===== config.mk =====
export PLATFORM = sky130hd
export DESIGN_NAME = lim_tick_timer
export DESIGN_NICKNAME = d
export VERILOG_FILES = /design/src/rtl/tmr_pkg.sv /design/src/rtl/tmr_bus_decode.sv /design/src/rtl/tmr_count_core.sv /design/src/rtl/tmr_read_port.sv /design/src/rtl/lim_tick_timer.sv
export SDC_FILE = /design/constraint.sdc
export NUM_CORES = 1
export LEC_CHECK = 0
export BUFFER_PORTS_ARGS = -buffer_cell sky130_fd_sc_hd__buf_4
export CAP_MARGIN = 25
export CORE_MARGIN = 5
export CORE_UTILIZATION = 45
export CTS_CLUSTER_DIAMETER = 50
export DETAILED_ROUTE_END_ITERATION = 16
export GPL_ROUTABILITY_DRIVEN = 0
export GPL_TIMING_DRIVEN = 0
export MAX_ROUTING_LAYER = met4
export PLACE_DENSITY = 0.67
export SYNTH_ARGS = -nofsm -noshare
export SYNTH_HDL_FRONTEND = slang
export SYNTH_SLANG_ARGS = --single-unit

===== constraint.sdc =====
create_clock -name clk -period 9.8 [get_ports clk]
set_clock_uncertainty 0.2 [all_clocks]
set_input_delay 1.47 -clock clk [delete_from_list [all_inputs] [get_ports clk]]
set_output_delay 1.47 -clock clk [all_outputs]
set_load 0.005 [all_outputs]

===== src/rtl/tmr_pkg.sv =====
package tmr_pkg;

   // Register addresses; the restart/keep split is behavioural.
   typedef enum logic [1:0] {
      REG_LIM      = 2'd0,
      REG_CNT      = 2'd1,
      REG_LIM_KEEP = 2'd2,
      REG_NONE     = 2'd3
   } tmr_reg_e;

   // Decoded per-cycle controls.
   typedef struct packed {
      logic ld_restart;   // limit load that restarts the count
      logic ld_keep;      // limit load that keeps the count
      logic wr_any;       // any write access (blocks a tick)
      logic rd_clear;     // read that clears the flag
   } tmr_ctl_t;

   function automatic int unsigned cnt_width(input bit fine);
      return fine ? 22 : 21;
   endfunction

endpackage


===== src/rtl/tmr_bus_decode.sv =====
module tmr_bus_decode
   import tmr_pkg::*;
(
   input  logic     sel_i,
   input  logic     wr_i,
   input  tmr_reg_e addr_i,
   output tmr_ctl_t ctl_o
);

   always_comb begin
      ctl_o            = '0;
      ctl_o.wr_any     = sel_i && wr_i;
      ctl_o.ld_restart = sel_i && wr_i && (addr_i == REG_LIM);
      ctl_o.ld_keep    = sel_i && wr_i && (addr_i == REG_LIM_KEEP);
      ctl_o.rd_clear   = sel_i && !wr_i && (addr_i == REG_LIM);
   end

endmodule


===== src/rtl/tmr_count_core.sv =====
module tmr_count_core
   import tmr_pkg::*;
#(
   parameter int CNT_W = 21
)(
   input  logic             clk,
   input  logic             rst_n,
   input  logic             tick_i,
   input  tmr_ctl_t         ctl_i,
   input  logic [CNT_W-1:0] wr_val_i,
   output logic [CNT_W-1:0] cnt_o,
   output logic [CNT_W-1:0] lim_o,
   output logic             flag_o,
   output logic             wrap_o
);

   localparam logic [CNT_W-1:0] CNT_ONE = CNT_W'(1);

   if (CNT_W < 2) begin : g_bad_width
      $error("tmr_count_core: CNT_W must be at least 2");
   end

   logic [CNT_W-1:0] cnt_q, lim_q;
   logic             flag_q;
   logic [CNT_W:0]   nxt_w;
   logic             adv_w, hit_w;

   assign nxt_w = {1'b0, cnt_q} + {{CNT_W{1'b0}}, 1'b1};
   assign adv_w = tick_i && !ctl_i.wr_any && (lim_q != '0);
   assign hit_w = adv_w && (nxt_w >= {1'b0, lim_q});

   always_ff @(posedge clk or negedge rst_n) begin
      if (!rst_n) begin
         cnt_q <= CNT_ONE;
         lim_q <= '0;
      end else if (ctl_i.ld_restart) begin
         lim_q <= wr_val_i;
         cnt_q <= CNT_ONE;
      end else if (ctl_i.ld_keep) begin
         lim_q <= wr_val_i;
      end else if (adv_w) begin
         cnt_q <= hit_w ? CNT_ONE : nxt_w[CNT_W-1:0];
      end
   end

   // Set has priority over a clearing read.
   always_ff @(posedge clk or negedge rst_n) begin
      if (!rst_n)              flag_q <= 1'b0;
      else if (hit_w)          flag_q <= 1'b1;
      else if (ctl_i.rd_clear) flag_q <= 1'b0;
   end

   assign cnt_o  = cnt_q;
   assign lim_o  = lim_q;
   assign flag_o = flag_q;
   assign wrap_o = hit_w;

   p_cnt_nonzero_r2: assert property (@(posedge clk) disable iff (!rst_n)
      cnt_q != '0);

   p_idle_hold_r7: assert property (@(posedge clk) disable iff (!rst_n)
      (lim_q == '0 && !ctl_i.ld_restart) |=> cnt_q == $past(cnt_q));

   p_restart_r5: assert property (@(posedge clk) disable iff (!rst_n)
      ctl_i.ld_restart |=> (cnt_q == CNT_ONE && lim_q == $past(wr_val_i)));

   p_keep_count_r6: assert property (@(posedge clk) disable iff (!rst_n)
      ctl_i.ld_keep |=> (lim_q == $past(wr_val_i) && $stable(cnt_q)));

   p_write_drops_tick_r9: assert property (@(posedge clk) disable iff (!rst_n)
      (tick_i && ctl_i.wr_any && !ctl_i.ld_restart) |=> $stable(cnt_q));

endmodule


===== src/rtl/tmr_read_port.sv =====
module tmr_read_port
   import tmr_pkg::*;
#(
   parameter int DATA_W = 32,
   parameter int CNT_W  = 21
)(
   input  logic              clk,
   input  logic              rst_n,
   input  logic              rd_i,
   input  tmr_reg_e          addr_i,
   input  logic [CNT_W-1:0]  cnt_i,
   input  logic [CNT_W-1:0]  lim_i,
   input  logic              flag_i,
   output logic [DATA_W-1:0] rdata_o
);

   localparam int LSB = DATA_W - 1 - CNT_W;

   if (LSB < 0) begin : g_bad_fit
      $error("tmr_read_port: count field does not fit in DATA_W");
   end

   logic [DATA_W-1:0] cnt_word, lim_word, rdata_q;

   if (LSB > 0) begin : g_pad
      assign cnt_word = {flag_i, cnt_i, {LSB{1'b0}}};
      assign lim_word = {flag_i, lim_i, {LSB{1'b0}}};

      p_low_bits_zero_r4: assert property (@(posedge clk) disable iff (!rst_n)
         rdata_q[LSB-1:0] == '0);
   end else begin : g_nopad
      assign cnt_word = {flag_i, cnt_i};
      assign lim_word = {flag_i, lim_i};
   end

   always_ff @(posedge clk or negedge rst_n) begin
      if (!rst_n) begin
         rdata_q <= '0;
      end else if (rd_i) begin
         unique case (addr_i)
            REG_LIM, REG_LIM_KEEP: rdata_q <= lim_word;
            REG_CNT:               rdata_q <= cnt_word;
            default:               rdata_q <= '0;
         endcase
      end
   end

   assign rdata_o = rdata_q;

   p_dead_addr_r12: assert property (@(posedge clk) disable iff (!rst_n)
      (rd_i && addr_i == REG_NONE) |=> rdata_q == '0);

endmodule


===== src/rtl/lim_tick_timer.sv =====
module lim_tick_timer
   import tmr_pkg::*;
#(
   parameter int DATA_W   = 32,
   parameter bit FINE_RES = 1'b0
)(
   input  logic              clk,
   input  logic              rst_n,
   input  logic              tick_i,
   input  logic              bus_sel_i,
   input  logic              bus_wr_i,
   input  logic [1:0]        bus_addr_i,
   input  logic [DATA_W-1:0] bus_wdata_i,
   output logic [DATA_W-1:0] bus_rdata_o,
   output logic              irq_o
);

   localparam int CNT_W = cnt_width(FINE_RES);
   localparam int LSB   = DATA_W - 1 - CNT_W;

   if (LSB < 0) begin : g_bad_data_w
      $error("lim_tick_timer: DATA_W too small for the count field");
   end

   tmr_reg_e         addr_w;
   tmr_ctl_t         ctl_w;
   logic [CNT_W-1:0] wr_val_w, cnt_w, lim_w;
   logic             flag_w, wrap_w, rd_w;

   assign addr_w   = tmr_reg_e'(bus_addr_i);
   assign wr_val_w = bus_wdata_i[LSB +: CNT_W];
   assign rd_w     = bus_sel_i && !bus_wr_i;

   tmr_bus_decode u_dec (
      .sel_i  (bus_sel_i),
      .wr_i   (bus_wr_i),
      .addr_i (addr_w),
      .ctl_o  (ctl_w)
   );

   tmr_count_core #(.CNT_W(CNT_W)) u_core (
      .clk      (clk),
      .rst_n    (rst_n),
      .tick_i   (tick_i),
      .ctl_i    (ctl_w),
      .wr_val_i (wr_val_w),
      .cnt_o    (cnt_w),
      .lim_o    (lim_w),
      .flag_o   (flag_w),
      .wrap_o   (wrap_w)
   );

   tmr_read_port #(.DATA_W(DATA_W), .CNT_W(CNT_W)) u_rd (
      .clk     (clk),
      .rst_n   (rst_n),
      .rd_i    (rd_w),
      .addr_i  (addr_w),
      .cnt_i   (cnt_w),
      .lim_i   (lim_w),
      .flag_i  (flag_w),
      .rdata_o (bus_rdata_o)
   );

   assign irq_o = flag_w;

   p_wrap_raises_irq_r3: assert property (@(posedge clk) disable iff (!rst_n)
      wrap_w |=> irq_o);

   p_read_clears_r4: assert property (@(posedge clk) disable iff (!rst_n)
      (rd_w && addr_w == REG_LIM && !wrap_w) |=> !irq_o);

   p_set_wins_r10: assert property (@(posedge clk) disable iff (!rst_n)
      (rd_w && addr_w == REG_LIM && wrap_w) |=> irq_o);

   p_keep_read_r11: assert property (@(posedge clk) disable iff (!rst_n)
      (rd_w && addr_w == REG_LIM_KEEP && irq_o) |=> irq_o);

   p_counter_ro_r8: assert property (@(posedge clk) disable iff (!rst_n)
      (bus_sel_i && bus_wr_i && addr_w == REG_CNT) |=> $stable(lim_w));

endmodule


# After elaboration in Yosys (flattened, before gate mapping)
# Cells that the tools add are included.
[totals] out_inout_bits=33 ff_bits=75 inputBits=39
[classes] mux=9 add_sub_neg=1 reduce_logical=17 n_eq_ne=3 order_cmp=1
[op_table] op="$mux W21" n=6
[op_table] op="$pmux W32 S2" n=1
[op_table] op="$add A21 B1 Y22 const B" n=1
[op_table] op="$ge A22 B21 Y1" n=1
[op_table] op="$reduce_bool A21 Y1" n=1
[op_table] op="$logic_and A1 B1 Y1" n=8
[op_table] op="$reduce_bool A2 Y1" n=3
[op_table] op="$eq A2 B1 Y1 const B" n=1
[op_table] op="$eq A2 B2 Y1 const B" n=1
[op_table] op="$logic_not A1 Y1" n=2
[op_table] op="$logic_not A2 Y1" n=1
[op_table] op="$mux W1" n=2
[op_table] op="$ne A2 B1 Y1 const B" n=1
[op_table] op="$reduce_and A2 Y1" n=1
[op_table] op="$reduce_or A2 Y1" n=1

# Longest topological paths before layout
# Gate-level depths: netlist of run 1.
[depth] ltp_word=9 ltp_mapped=16

# Hierarchy
# A second synthesis of run 1 with hierarchy kept.
[hier_totals] hier_cells=391 hier_area_um2=3908.7
[by_module_without_submodules] module="tmr_count_core" area_each_um2=2655.0 seq_area_each_um2=1077.3 cells_per_inst=256 instances=1
[by_module_without_submodules] module="tmr_read_port" area_each_um2=1196.1 seq_area_each_um2=550.5 cells_per_inst=130 instances=1
[by_module_without_submodules] module="tmr_bus_decode" area_each_um2=43.8 seq_area_each_um2=0.0 cells_per_inst=4 instances=1
[by_module_without_submodules] module="lim_tick_timer" area_each_um2=13.8 seq_area_each_um2=0.0 cells_per_inst=1 instances=1

# Worst setup path after synthesis of run 1
# No wires, ideal clock.
[synth_path] kind="register to register" startpoint="register u_core.cnt_q[0] (netlist: u_core.cnt_o[0])" endpoint="register u_core.cnt_q[10] (netlist: u_core.cnt_o[10])" arrival_time_ps=3382 path_slack_ps=6151 synth_period_minus_slack_ps=3649 path_buffers=0 t_required_ps=9533 stages_incl_launch_ff=14 cell_sequence="dfstp_2 ha_1 nand4_1 nor3_1 nand2_1 nor2_1 xor2_1 ha_1 nand3_1 nor3_1 a2111oi_1 nand3_1 nor2_1 a221o_1"
[synth_via] elab_chain_len=7
[synth_lines] item="start, declared" line_no="tmr_count_core.sv:23" source="logic [CNT_W-1:0] cnt_q, lim_q;"
[synth_lines] item="start signal, assigned" line_no="tmr_count_core.sv:42" source="cnt_q <= hit_w ? CNT_ONE : nxt_w[CNT_W-1:0];"
[synth_lines] item="$add A21 B1 Y22 *" line_no="tmr_count_core.sv:28" source="assign nxt_w = {1'b0, cnt_q} + {{CNT_W{1'b0}}, 1'b1};"
[synth_lines] item="$ge A22 B21 Y1" line_no="tmr_count_core.sv:30" source="assign hit_w = adv_w && (nxt_w >= {1'b0, lim_q});"
[synth_lines] item="$logic_and A1 B1 Y1" line_no="tmr_count_core.sv:30"
[synth_lines] item="$mux W21 *" line_no="tmr_count_core.sv:42"
[synth_lines] item="$mux W21 *" line_no="tmr_count_core.sv:41" source="end else if (adv_w) begin"
[synth_lines] item="$mux W21 *" line_no="tmr_count_core.sv:39" source="end else if (ctl_i.ld_keep) begin"
[synth_lines] item="$mux W21 *" line_no="tmr_count_core.sv:36" source="end else if (ctl_i.ld_restart) begin"
# Mark *: on every way between the ends. The rest lies on a longest branch, timed or not. The select of a mux whose other input is x is not followed.
# A chain may end at the register's enable or synchronous reset.

# Final worst setup path of run 1
[layout_path] startpoint="register u_core.cnt_q[0] (netlist: u_core.cnt_o[0])" endpoint="register u_core.cnt_q[14] (netlist: u_core.cnt_o[14])"
# The elaborated chain is that of the path after synthesis.

==> impl_metrics.toml, run 1 <==
[status]
status = "completed"

[floorplanning]
fp.dieH_um = 104
core_um2 = 8640
rows = 34
fp.dieW_um = 104
start_util_pct = 45.6
ios = 72
die-area_um2 = 10700

[power_and_ir_drop]
switching_share_pct = 31.4
p_leak_uw = 0.00227
powerDensity_nw_per_um2 = 160
max-vdd-ir-drop_uv = 102
pwr-share-clk_pct = 27.6
p_sw_uw = 233
p_comb_share_pct = 26.4
p_seq_share_pct = 46.0
p_int_uw = 510
power_uw = 743

[synth]
synth-edff-count = 0
synthDominantCellAreaShare_pct = 40.6
yosysTopAreaCell = "dfrtp_1"
yosysUniqueCellTypes = 46
syn-cell-area_um2 = 3940
synth-main-ff-cell = "dfrtp_1"
ys_seq_area_share_pct = 41.3
avgSynthCellArea_um2 = 9.73
async_reset_ff_share_pct = 100
synth_top_family_by_area = "simple AND/OR/NAND/NOR gates"
synth_xor_area_share_pct = 4.22
synth_compound_area_share_pct = 15.9
yosys_warnings = 0
synthSimpleGateAreaFrac_pct = 17.0
syn_inst = 405
synth_seq_cells = 65
synthMuxAreaShare_pct = 6.00
ys_top_cells_by_area = "dfrtp_1 41%, ha_1 7.0%, mux2_2 6.0%"
synthAdderAreaFrac_pct = 6.99

[setup_path]
rrSetupSlack_ns = 5.18
arrival_ns = 4.66
reg2regPathDepth = 14
reg2reg_to = "u_core.cnt_o[14]"
rr_startpoint = "u_core.cnt_o[0]"
start_kind = "register"
worstSetupPathType = "reg -> reg"
worst_ep_required_time_ns = 9.83
crit_path_end_kind = "register"
crit_fanout = 10

[timing]
fmax_mhz = 216
timing.final.ws_setup_ns = 5.18
slew_viol_final = 0
slew-limit-headroom_pct = 44.9
setup_violations = 0
rsz0062_at_grt = "false"
finalWorstPathRequiredPeriod_ns = 4.62
post-route-period-util_pct = 47.2
fin_setup_tns_ns = 0
worst_pin_slew_ns = 0.827
hold_viol = 0

[grt]
grt_pass1_vias = 3333
grt_max_degree = 66
antenna_found_initial = 0
grtUsageTotal_pct = 19.4
grt_overflow = 0
grt_pass1_wl_mm = 16.6

[final_layout]
final_core_util_pct = 53.8
drive_gt1_share_pct = 25.6
final_cell_mix = "64 x dfrtp_1, 62 x buf_4, 43 x nand2_1, 26 x o21ai_0, 24 x inv_1"
syn_to_final_growth_pct = 17.9
num-nets-final = 535
final_common_cell = "dfrtp_1"
insertedDiodeCount = 0

[route]
dr.pass1.iters = 4
dr.first_iter.drc_count = 178
avgViaCountPerCell = 5.61
wl_mm = 10.1
ant_nets = 0
num_vias = 3282
wl_per_cell_um = 17.3
route.detailed.drc = 0

[cts]
clockBufferDepth = 2
numCtsBuffers = 9
clk_pin_slew_ns = 0.07
post_cts_resized = 0
holdBufCountCts = 0
cts_tree = "built"
clk_latency_ns = 0.35
cts_setup_buffers = 0
numClockSinks = 65
htree_levels = 3
clockRootBuffer = "clkbuf_8"

[place]
io_buffers = 49
pre_cts_ws_ns = 5.28
hpwlAfterDp_mm = 7.69

[worst_hold_path]
worst_hold_path_type = "reg -> reg"
min-delay-start = "u_rd.rdata_o[28]"
hold_depth = 2
whs_endpoint = "u_rd.rdata_o[28]"

[job]
max_cap_viol_count = 0
[worst max path at each step]
| stage | start | to | slack, ns | cells after the start |
|---|---|---|---|---|
| final | u_core.cnt_o[0] | u_core.cnt_o[14] | 5.18 | 14 |
| after global routing | u_core.cnt_o[0] | u_core.cnt_o[11] | 4.83 | 14 |
| after CTS | u_core.cnt_o[0] | u_core.cnt_o[14] | 5.23 | 14 |
| after detailed placement | u_core.cnt_o[0] | u_core.cnt_o[11] | 5.28 | 14 |
| after global placement | u_core.cnt_o[0] | u_core.cnt_o[2] | 5.28 | 13 |
| after floorplan | u_core.cnt_o[0] | u_core.cnt_o[10] | 6.15 | 13 |
[cells in the mapped netlist (2+ instances only)]
cell type and instances:
ha_1 22, buf_6 6, nand4_1 5, inv_1 24, a221o_1 10, a31o_2 10, and3_1 11, nor3_1 10
a21oi_1 9, xnor2_1 11, nor2b_1 4, nor2_1 14, buf_4 13, and2_1 3, clkbuf_1 19, nor4_1 12
xor2_1 8, a21o_1 2, or2_2 3, mux2_2 21, nand3_1 10, dfrtp_1 64, o21ai_0 26, a2bb2oi_1 20
nand2_1 43, nand2b_1 2, nor4b_1 4
[area by class of cell]
cell class	instances	area, um^2
well taps	108	135
flip-flops and latches	65	1630
inverters	24	90.1
clock inverters	3	17.5
repair buffers	49	368
multi-input cells	286	2010
fillers	818	3990
clock buffers	11	151
plain buffers	39	241
[state kept, by name, summed over array words and instances, names as in the netlist]
register	flops
u_rd.rdata_o	22
u_core.flag_o	1
u_core.cnt_o	21
u_core.lim_o	21
[per-layer routing]
layer	part of all wire, %	wire [um]	global-route usage, %
met1	44	4460	24.4
met2	48	4830	30.5
met3	5.8	587	4.48
met4	2.3	228	7.40
met5	0	0	-
[metrics by stage]
step	hold WS, ns	instances	area (um^2)
floorplan	0.273	414	3970
global placement	0.264	571	4480
detailed placement	0.272	571	4480
CTS	0.287	585	4650
global route	0.311	585	4650
finish	0.279	585	4650
[critical path, stage by stage (launching register included)]
cell and delay [ns]:
dfstp_2 0.60, ha_1 0.30, nand4_1 0.19, nor3_1 0.46, nand2_1 0.30, nor2_1 0.23, xor2_1 0.10, ha_1 0.29
nand3_1 0.10, nor3_1 0.38, o211ai_1 0.15, a21oi_1 0.41, nor2_1 0.14, clkbuf_1 0.32, a31o_2 0.34
[cells by family (layout without fill, tap and decap cells)]
kind of cell             Yosys count  in the layout
other                              1             10
flip-flops                        65             65
multiplexers                      21             21
adder cells (fa/ha/maj)           22             22
XOR/XNOR                          19             19
AO/OA/AOI/OAI                     86             86
AND/OR/NAND/NOR                  128            128
buffers and inverters             63            126
[power by group through the flow]
stage                     clock network (uW)  logic [uW]  registers (uW)
after floorplan                            0         127             337
after global placement                     0         191             346
after detailed placement                   0         197             346
after CTS                                211         198             342
after global routing                     220         220             347
final                                    205         196             342
Note: power is estimated with default switching activity, not from simulation.
==> run 2: changes to the inputs <==
--- a/config.mk
+++ b/config.mk
@@ -5,6 +5,7 @@
 export SDC_FILE = /design/constraint.sdc
 export NUM_CORES = 1
 export LEC_CHECK = 0
+export ABC_AREA = 1
 export BUFFER_PORTS_ARGS = -buffer_cell sky130_fd_sc_hd__buf_4
 export CAP_MARGIN = 25
 export CORE_MARGIN = 5
@@ -14,7 +15,7 @@
 export GPL_ROUTABILITY_DRIVEN = 0
 export GPL_TIMING_DRIVEN = 0
 export MAX_ROUTING_LAYER = met4
-export PLACE_DENSITY = 0.67
+export PLACE_DENSITY = 0.69
 export SYNTH_ARGS = -nofsm -noshare
 export SYNTH_HDL_FRONTEND = slang
 export SYNTH_SLANG_ARGS = --single-unit
==> constraint.sdc (replaced) <==
create_clock -name clk -period 3.9 [get_ports clk]
set_clock_uncertainty 0.2 [all_clocks]
set_input_delay 0.585 -clock clk [delete_from_list [all_inputs] [get_ports clk]]
set_output_delay 0.585 -clock clk [all_outputs]
set_load 0.005 [all_outputs]
==> run 2 against run 1 <==
Against the previous run:
- final cell count rose by 15%
- fmax rose by 40%
- via count rose by 9.6%
- synthesized cell count rose by 22%
- total power rose by 150%
- combinational power rose by 110%
- global-route usage rose by 2.2 points
- non-clock buffer count fell by 9
- wire length rose by 8.4%
- critical endpoint is now u_core.cnt_o[9]
- largest power group unchanged
==> impl_metrics.toml, run 2 <==
[timing]
fmax_mhz = 303
fin_setup_tns_ns = 0
rsz0062_at_grt = "false"
slew_viol_final = 0
hold_viol = 0
worst_pin_slew_ns = 0.824
slew-limit-headroom_pct = 45.1
setup_violations = 0
post-route-period-util_pct = 84.6
finalWorstPathRequiredPeriod_ns = 3.30
timing.final.ws_setup_ns = 0.600

[power_and_ir_drop]
max-vdd-ir-drop_uv = 169
power_uw = 1840
powerDensity_nw_per_um2 = 391
p_leak_uw = 0.00240

[setup_path]
rrSetupSlack_ns = 0.60
worstPathCellList = "ha_1 -> nand2_2 -> nor2_4 -> nand2_4 -> nor3_4 -> nand2_1 -> nand2_1 -> nand2_1 -> ha_1 -> and3_1 -> nand4_1 -> nor2_1 -> nand2_4 -> buf_6 -> nand4_1 -> nand2_1"
endpoint = "u_core.cnt_o[9]"
reg2regPathDepth = 16
critPathMaxStageDelay_ns = 0.65
arrival_ns = 3.33
critPathTopFamily = "simple AND/OR/NAND/NOR gates"
cp.depth = 16
rr_startpoint = "u_core.cnt_o[0]"
worstSetupPathType = "reg -> reg"
crit_fanout = 10
critPathLaunch = "u_core.cnt_o[0]"
cp.buffers_inverters = 1
slowest_stage = "dfstp_2"
start_kind = "register"
worst_ep_required_time_ns = 3.93
reg2reg_to = "u_core.cnt_o[9]"
crit_top_cell = "nand2_1"
crit_path_end_kind = "register"

[cts]
post_cts_resized = 0
htree_levels = 3
clockBufferDepth = 2
cts_tree = "built"
clockRootBuffer = "clkbuf_8"
numCtsBuffers = 9
clk_latency_ns = 0.34
clk_pin_slew_ns = 0.07
holdBufCountCts = 0
cts_setup_buffers = 0
numClockSinks = 65

[route]
dr.pass1.iters = 5
wl_per_cell_um = 16.3
avgViaCountPerCell = 5.34
route.detailed.drc = 0
ant_nets = 0
wl_mm = 11.0
dr.first_iter.drc_count = 305
num_vias = 3596

[synth]
synthDominantCellAreaShare_pct = 40.3
synth.most_common_cell = "nand2_1"
async_reset_ff_share_pct = 100
yosysTopAreaCell = "dfrtp_1"
yosysUniqueCellTypes = 34
ys_top_cells_by_area = "dfrtp_1 40%, nand2_1 9.5%, ha_1 6.9%"
yosys_warnings = 0
synth-main-ff-cell = "dfrtp_1"
ys_seq_area_share_pct = 41.0
synth-edff-count = 0
synth_commonest_cells = "101 x nand2_1, 64 x dfrtp_1, 54 x inv_1, 53 x nor2_1, 43 x a21oi_1"
avgSynthCellArea_um2 = 8.06
synth_seq_cells = 65
syn-cell-area_um2 = 3970
syn_inst = 493

[place]
dp.cells = 659
io_buffers = 49
hpwlAfterDp_mm = 8.26
pre_cts_ws_ns = 0.673

[worst_hold_path]
worst_hold_path_type = "in -> async"

[grt]
grt_pass1_vias = 3623
grt_max_degree = 66
grtUsageTotal_pct = 21.6
grt_overflow = 0
antenna_found_initial = 0
grt_pass1_wl_mm = 18.6

[floorplanning]
fp.dieW_um = 104
rows = 34
die-area_um2 = 10800
ios = 72
fp.dieH_um = 104
core_um2 = 8680
start_util_pct = 45.8

[final_layout]
fill_cells = 832
final_cell_mix = "101 x nand2_1, 64 x dfrtp_1, 59 x buf_4, 54 x inv_1, 53 x nor2_1"
insertedDiodeCount = 0
final_core_util_pct = 54.2
syn_to_final_growth_pct = 18.4
instances_no_fill = 674
num-nets-final = 623
ff_latch_area_um2 = 1630
drive_gt1_share_pct = 19.1
largest_reg_flops = 22
final_common_cell = "nand2_1"
multi_input_area_um2 = 1980

[job]
max_cap_viol_count = 0

[status]
status = "completed"
[run 2: changes by cell type after synthesis, moves of 20 or more]
cell	delta
a2bb2oi_1	-20
a21oi_1	+34
mux2_2	-21
o21ai_0	-20
nand4_1	+22
nor2_1	+39
inv_1	+30
nand2_1	+58
[run 2: power by group]
part / switching (uW) / internal [uW]
Sequential: 66.9 / 765
Clock: 261 / 325
Combinational: 241 / 179
[run 2: worst min path at each step]
stage                      from                to  slack, ns  depth (start not counted)
2_1_floorplan             rst_n  u_core.cnt_o[10]       0.09                          0
3_3_place_gp   u_rd.rdata_o[31]  u_rd.rdata_o[31]       0.27                          2
3_5_place_dp   u_rd.rdata_o[31]  u_rd.rdata_o[31]       0.28                          2
4_1_cts                   rst_n   u_core.lim_o[5]       0.17                          1
5_1_grt                   rst_n  u_rd.rdata_o[15]       0.19                          1
6_report                  rst_n  u_rd.rdata_o[15]       0.14                          1
[run 2: worst register-to-register path, cell delays in order, from the launching register on]
cell and delay, ns:
dfstp_2 0.65, ha_1 0.24, nand2_2 0.09, nor2_4 0.23
nand2_4 0.11, nor3_4 0.22, nand2_1 0.10, nand2_1 0.08
nand2_1 0.07, ha_1 0.29, and3_1 0.21, nand4_1 0.09
nor2_1 0.20, nand2_4 0.09, buf_6 0.15, nand4_1 0.10
nand2_1 0.06
[run 2: stage by stage]
step	cell area [um^2]	hold WS, ns
final	4710	0.136
after global routing	4710	0.194
after CTS	4710	0.165
after detailed placement	4510	0.280
after global placement	4510	0.267
after floorplan	4010	0.0894
[run 2: logic make-up after synthesis]
logic type	Yosys count	synth area share [%]
other cells	1	0.0944
fa+ha+maj	22	6.93
flops	65	41.0
compound gates	80	12.6
xor+xnor	13	3.05
buf+inv	86	10.1
simple gates	226	26.3
[run 2: per-layer routing]
metal,GRT usage (%),share of wire [%],up-vias,routed length [um]
met2,33.3,46,153,5050
met5,-,0,-,0
li1,-,-,1746,-
met4,7.40,2.1,0,225
met1,28.6,45,1678,4900
met3,4.35,7.1,19,782
[run 2: area by class of cell]
| type | count | area share [%] |
|---|---|---|
| repair buffers | 49 | 7.82 |
| well taps | 108 | 2.87 |
| flip-flops and latches | 65 | 34.6 |
| multi-input cells | 351 | 42.1 |
| plain buffers | 30 | 4.04 |
| inverters | 56 | 4.47 |
| clock inverters | 3 | 0.851 |
| clock buffers | 12 | 3.30 |
==> run 3: changes to the inputs <==
--- a/config.mk
+++ b/config.mk
@@ -5,7 +5,7 @@
 export SDC_FILE = /design/constraint.sdc
 export NUM_CORES = 1
 export LEC_CHECK = 0
-export ABC_AREA = 1
+export ABC_AREA = 0
 export BUFFER_PORTS_ARGS = -buffer_cell sky130_fd_sc_hd__buf_4
 export CAP_MARGIN = 25
 export CORE_MARGIN = 5
@@ -15,7 +15,7 @@
 export GPL_ROUTABILITY_DRIVEN = 0
 export GPL_TIMING_DRIVEN = 0
 export MAX_ROUTING_LAYER = met4
-export PLACE_DENSITY = 0.69
+export PLACE_DENSITY = 0.67
 export SYNTH_ARGS = -nofsm -noshare
 export SYNTH_HDL_FRONTEND = slang
 export SYNTH_SLANG_ARGS = --single-unit
==> constraint.sdc (replaced) <==
create_clock -name clk -period 3.3 [get_ports clk]
set_clock_uncertainty 0.2 [all_clocks]
set_input_delay 0.495 -clock clk [delete_from_list [all_inputs] [get_ports clk]]
set_output_delay 0.495 -clock clk [all_outputs]
set_load 0.005 [all_outputs]
==> run 3 against run 2 <==
Against the previous run:
- sequential share of layout area shrank 5.0 points
- sequential power grew 23%
- critical endpoint is now u_core.cnt_o[7]
- the flow now finishes with violations (negative setup slack)
- first-iteration DRC count shrank 30%
- worst hold slack lost 0.10 ns
- critical path depth grew 1
- wire length grew 13%
- non-clock buffer count grew 57
- largest power group unchanged
- clock-buffer cell count shrank 1
==> impl_metrics.toml, run 3 (same netlist as run 1, synthesis figures left out) <==
[status]
status = "finished with violations"
violations = "negative setup slack"

[setup_path]
reg2reg_to = "u_core.cnt_o[7]"
start_kind = "register"
crit_path_end_kind = "register"
reg2regPathDepth = 17
arrival_ns = 3.70
rrSetupSlack_ns = -0.31
worstSetupPathType = "reg -> reg"
worst_ep_required_time_ns = 3.39
crit_fanout = 5
rr_startpoint = "u_core.cnt_o[0]"

[worst_hold_path]
worst_hold_path_type = "in -> async"

[power_and_ir_drop]
switching_share_pct = 33.5
p_comb_share_pct = 31.3
p_leak_uw = 0.00267
p_int_uw = 1570
powerDensity_nw_per_um2 = 428
p_seq_share_pct = 43.3
max-vdd-ir-drop_uv = 255
p_sw_uw = 790
pwr-share-clk_pct = 25.4

[cts]
clk_pin_slew_ns = 0.08
htree_levels = 3
cts_tree = "built"
numClockSinks = 65
numCtsBuffers = 9
clk_latency_ns = 0.35
clockRootBuffer = "clkbuf_8"
clockBufferDepth = 2

[timing]
fin_setup_tns_ns = -6.18
rsz0062_at_grt = "true"
hold_viol = 0
setup_violations = 22
finalWorstPathRequiredPeriod_ns = 3.61
timing.final.ws_setup_ns = -0.311
worst_pin_slew_ns = 0.832
slew-limit-headroom_pct = 44.6
post-route-period-util_pct = 109
fmax_mhz = 277
slew_viol_final = 0
whs_ns = 0.0311

[final_layout]
drive_gt1_share_pct = 40.7
final_cell_mix = "101 x buf_4, 61 x dfrtp_1, 39 x nand2_1, 24 x inv_1, 22 x o21ai_0"
instances_no_fill = 636
syn_to_final_growth_pct = 39.9
fin_area_um2 = 5510
final_core_util_pct = 63.9
final_common_cell = "buf_4"
num-nets-final = 584
largest_reg_flops = 22
insertedDiodeCount = 0

[place]
io_buffers = 49
hpwlAfterDp_mm = 7.82
placed_cell_area_um2 = 4560
dp.cells = 571

[floorplanning]
die-area_um2 = 10700
fp.dieW_um = 104
ios = 72
rows = 34
start_util_pct = 45.6
core_um2 = 8640
fp.dieH_um = 104

[route]
wl_met3_um = 672
dr.first_iter.drc_count = 215
wl_mm = 12.3
avgViaCountPerCell = 5.76
dr.pass1.iters = 4
drt-met1-wl_mm = 4.97
dr_wl_met2_mm = 6.30
route.detailed.drc = 0
wl_per_cell_um = 19.4
top_layer = "met4"
ant_nets = 0
num_vias = 3661

[grt]
antenna_found_initial = 0
grt_pass1_vias = 3808
grt_max_degree = 66
grt_overflow = 0
grtUsageTotal_pct = 22.6
grt_pass1_wl_mm = 19.3

[job]
max_cap_viol_count = 0
run 3: cell count changes in the layout (fill, tap and decap cells not counted), moves of 13 or more:
cell | before | now
nand2_1 | 101 | 39
nor2_1 | 53 | 9
buf_4 | 59 | 101
a21oi_1 | 43 | 7
inv_1 | 54 | 24
nand4_1 | 27 | 5
mux2_2 | 0 | 21
a2bb2oi_1 | 0 | 20
nand3_1 | 23 | 6
o21ai_0 | 6 | 22
clkbuf_1 | 7 | 20
o21a_1 | 13 | 0
o221ai_1 | 13 | 0
run 3: cell type report:
class / count / area (um^2)
Buffer: 37 / 249
Clock buffer: 11 / 131
Clock inverter: 5 / 32.5
Fill cell: 733 / 3120
Inverter: 24 / 90.1
Multi-Input combinational cell: 287 / 2450
Sequential cell: 65 / 1630
Tap cell: 108 / 135
Timing Repair Buffer: 99 / 797
run 3: what timing repair did:
item / CTS / global route
hold buffers: 0 / 0
setup endpoints to repair: 22 / 22
gates resized for setup: 39 / 42
buffers inserted: 37 / 11
pin swaps: 21 / 32
cloned: 3 / 0
run 3: worst max-delay path, cell delays in order, from the launching register on:
cell and delay [ns]:
dfstp_2 0.56, buf_6 0.11, ha_4 0.12, nand4_1 0.19, nor3_4 0.29, nand2_4 0.12
nor2_4 0.15, xnor2_2 0.15, ha_4 0.24, buf_4 0.12, buf_4 0.13, a2111oi_4 0.30
buf_4 0.20, buf_6 0.10, nand2_4 0.04, nor2_4 0.20, buf_8 0.17, a31o_4 0.14
run 3: worst max path at each step:
stage	cells past startpoint	end	startpoint	slack, ns
2_1_floorplan	15	u_core.cnt_o[10]	u_core.cnt_o[0]	-0.13
3_3_place_gp	13	u_core.cnt_o[2]	u_core.cnt_o[0]	-0.64
3_5_place_dp	13	u_core.cnt_o[15]	u_core.cnt_o[0]	-0.64
4_1_cts	14	u_core.cnt_o[10]	u_core.cnt_o[0]	-0.19
5_1_grt	16	u_core.cnt_o[10]	u_core.cnt_o[0]	-0.40
6_report	17	u_core.cnt_o[7]	u_core.cnt_o[0]	-0.31
run 3: power by group through the flow:
stage	registers, uW	clock network [uW]	logic (uW)
2_1_floorplan	1010	0	394
3_3_place_gp	1030	0	586
3_5_place_dp	1040	0	604
4_1_cts	1020	609	672
5_1_grt	1040	649	810
6_report	1020	598	739
run 3: routing by layer:
layer / vias to the layer above / global-route usage, %
met5: - / -
met4: 0 / 9.84
met3: 35 / 4.29
met2: 134 / 37.3
met1: 1821 / 26.8
li1: 1671 / -
run 3: metrics by stage:
| stage | total power (uW) | setup slack (ns) |
|---|---|---|
| floorplan | 1400 | -0.126 |
| global placement | 1620 | -0.643 |
| detailed placement | 1640 | -0.644 |
| CTS | 2300 | -0.194 |
| global route | 2500 | -0.396 |
| finish | 2360 | -0.311 |
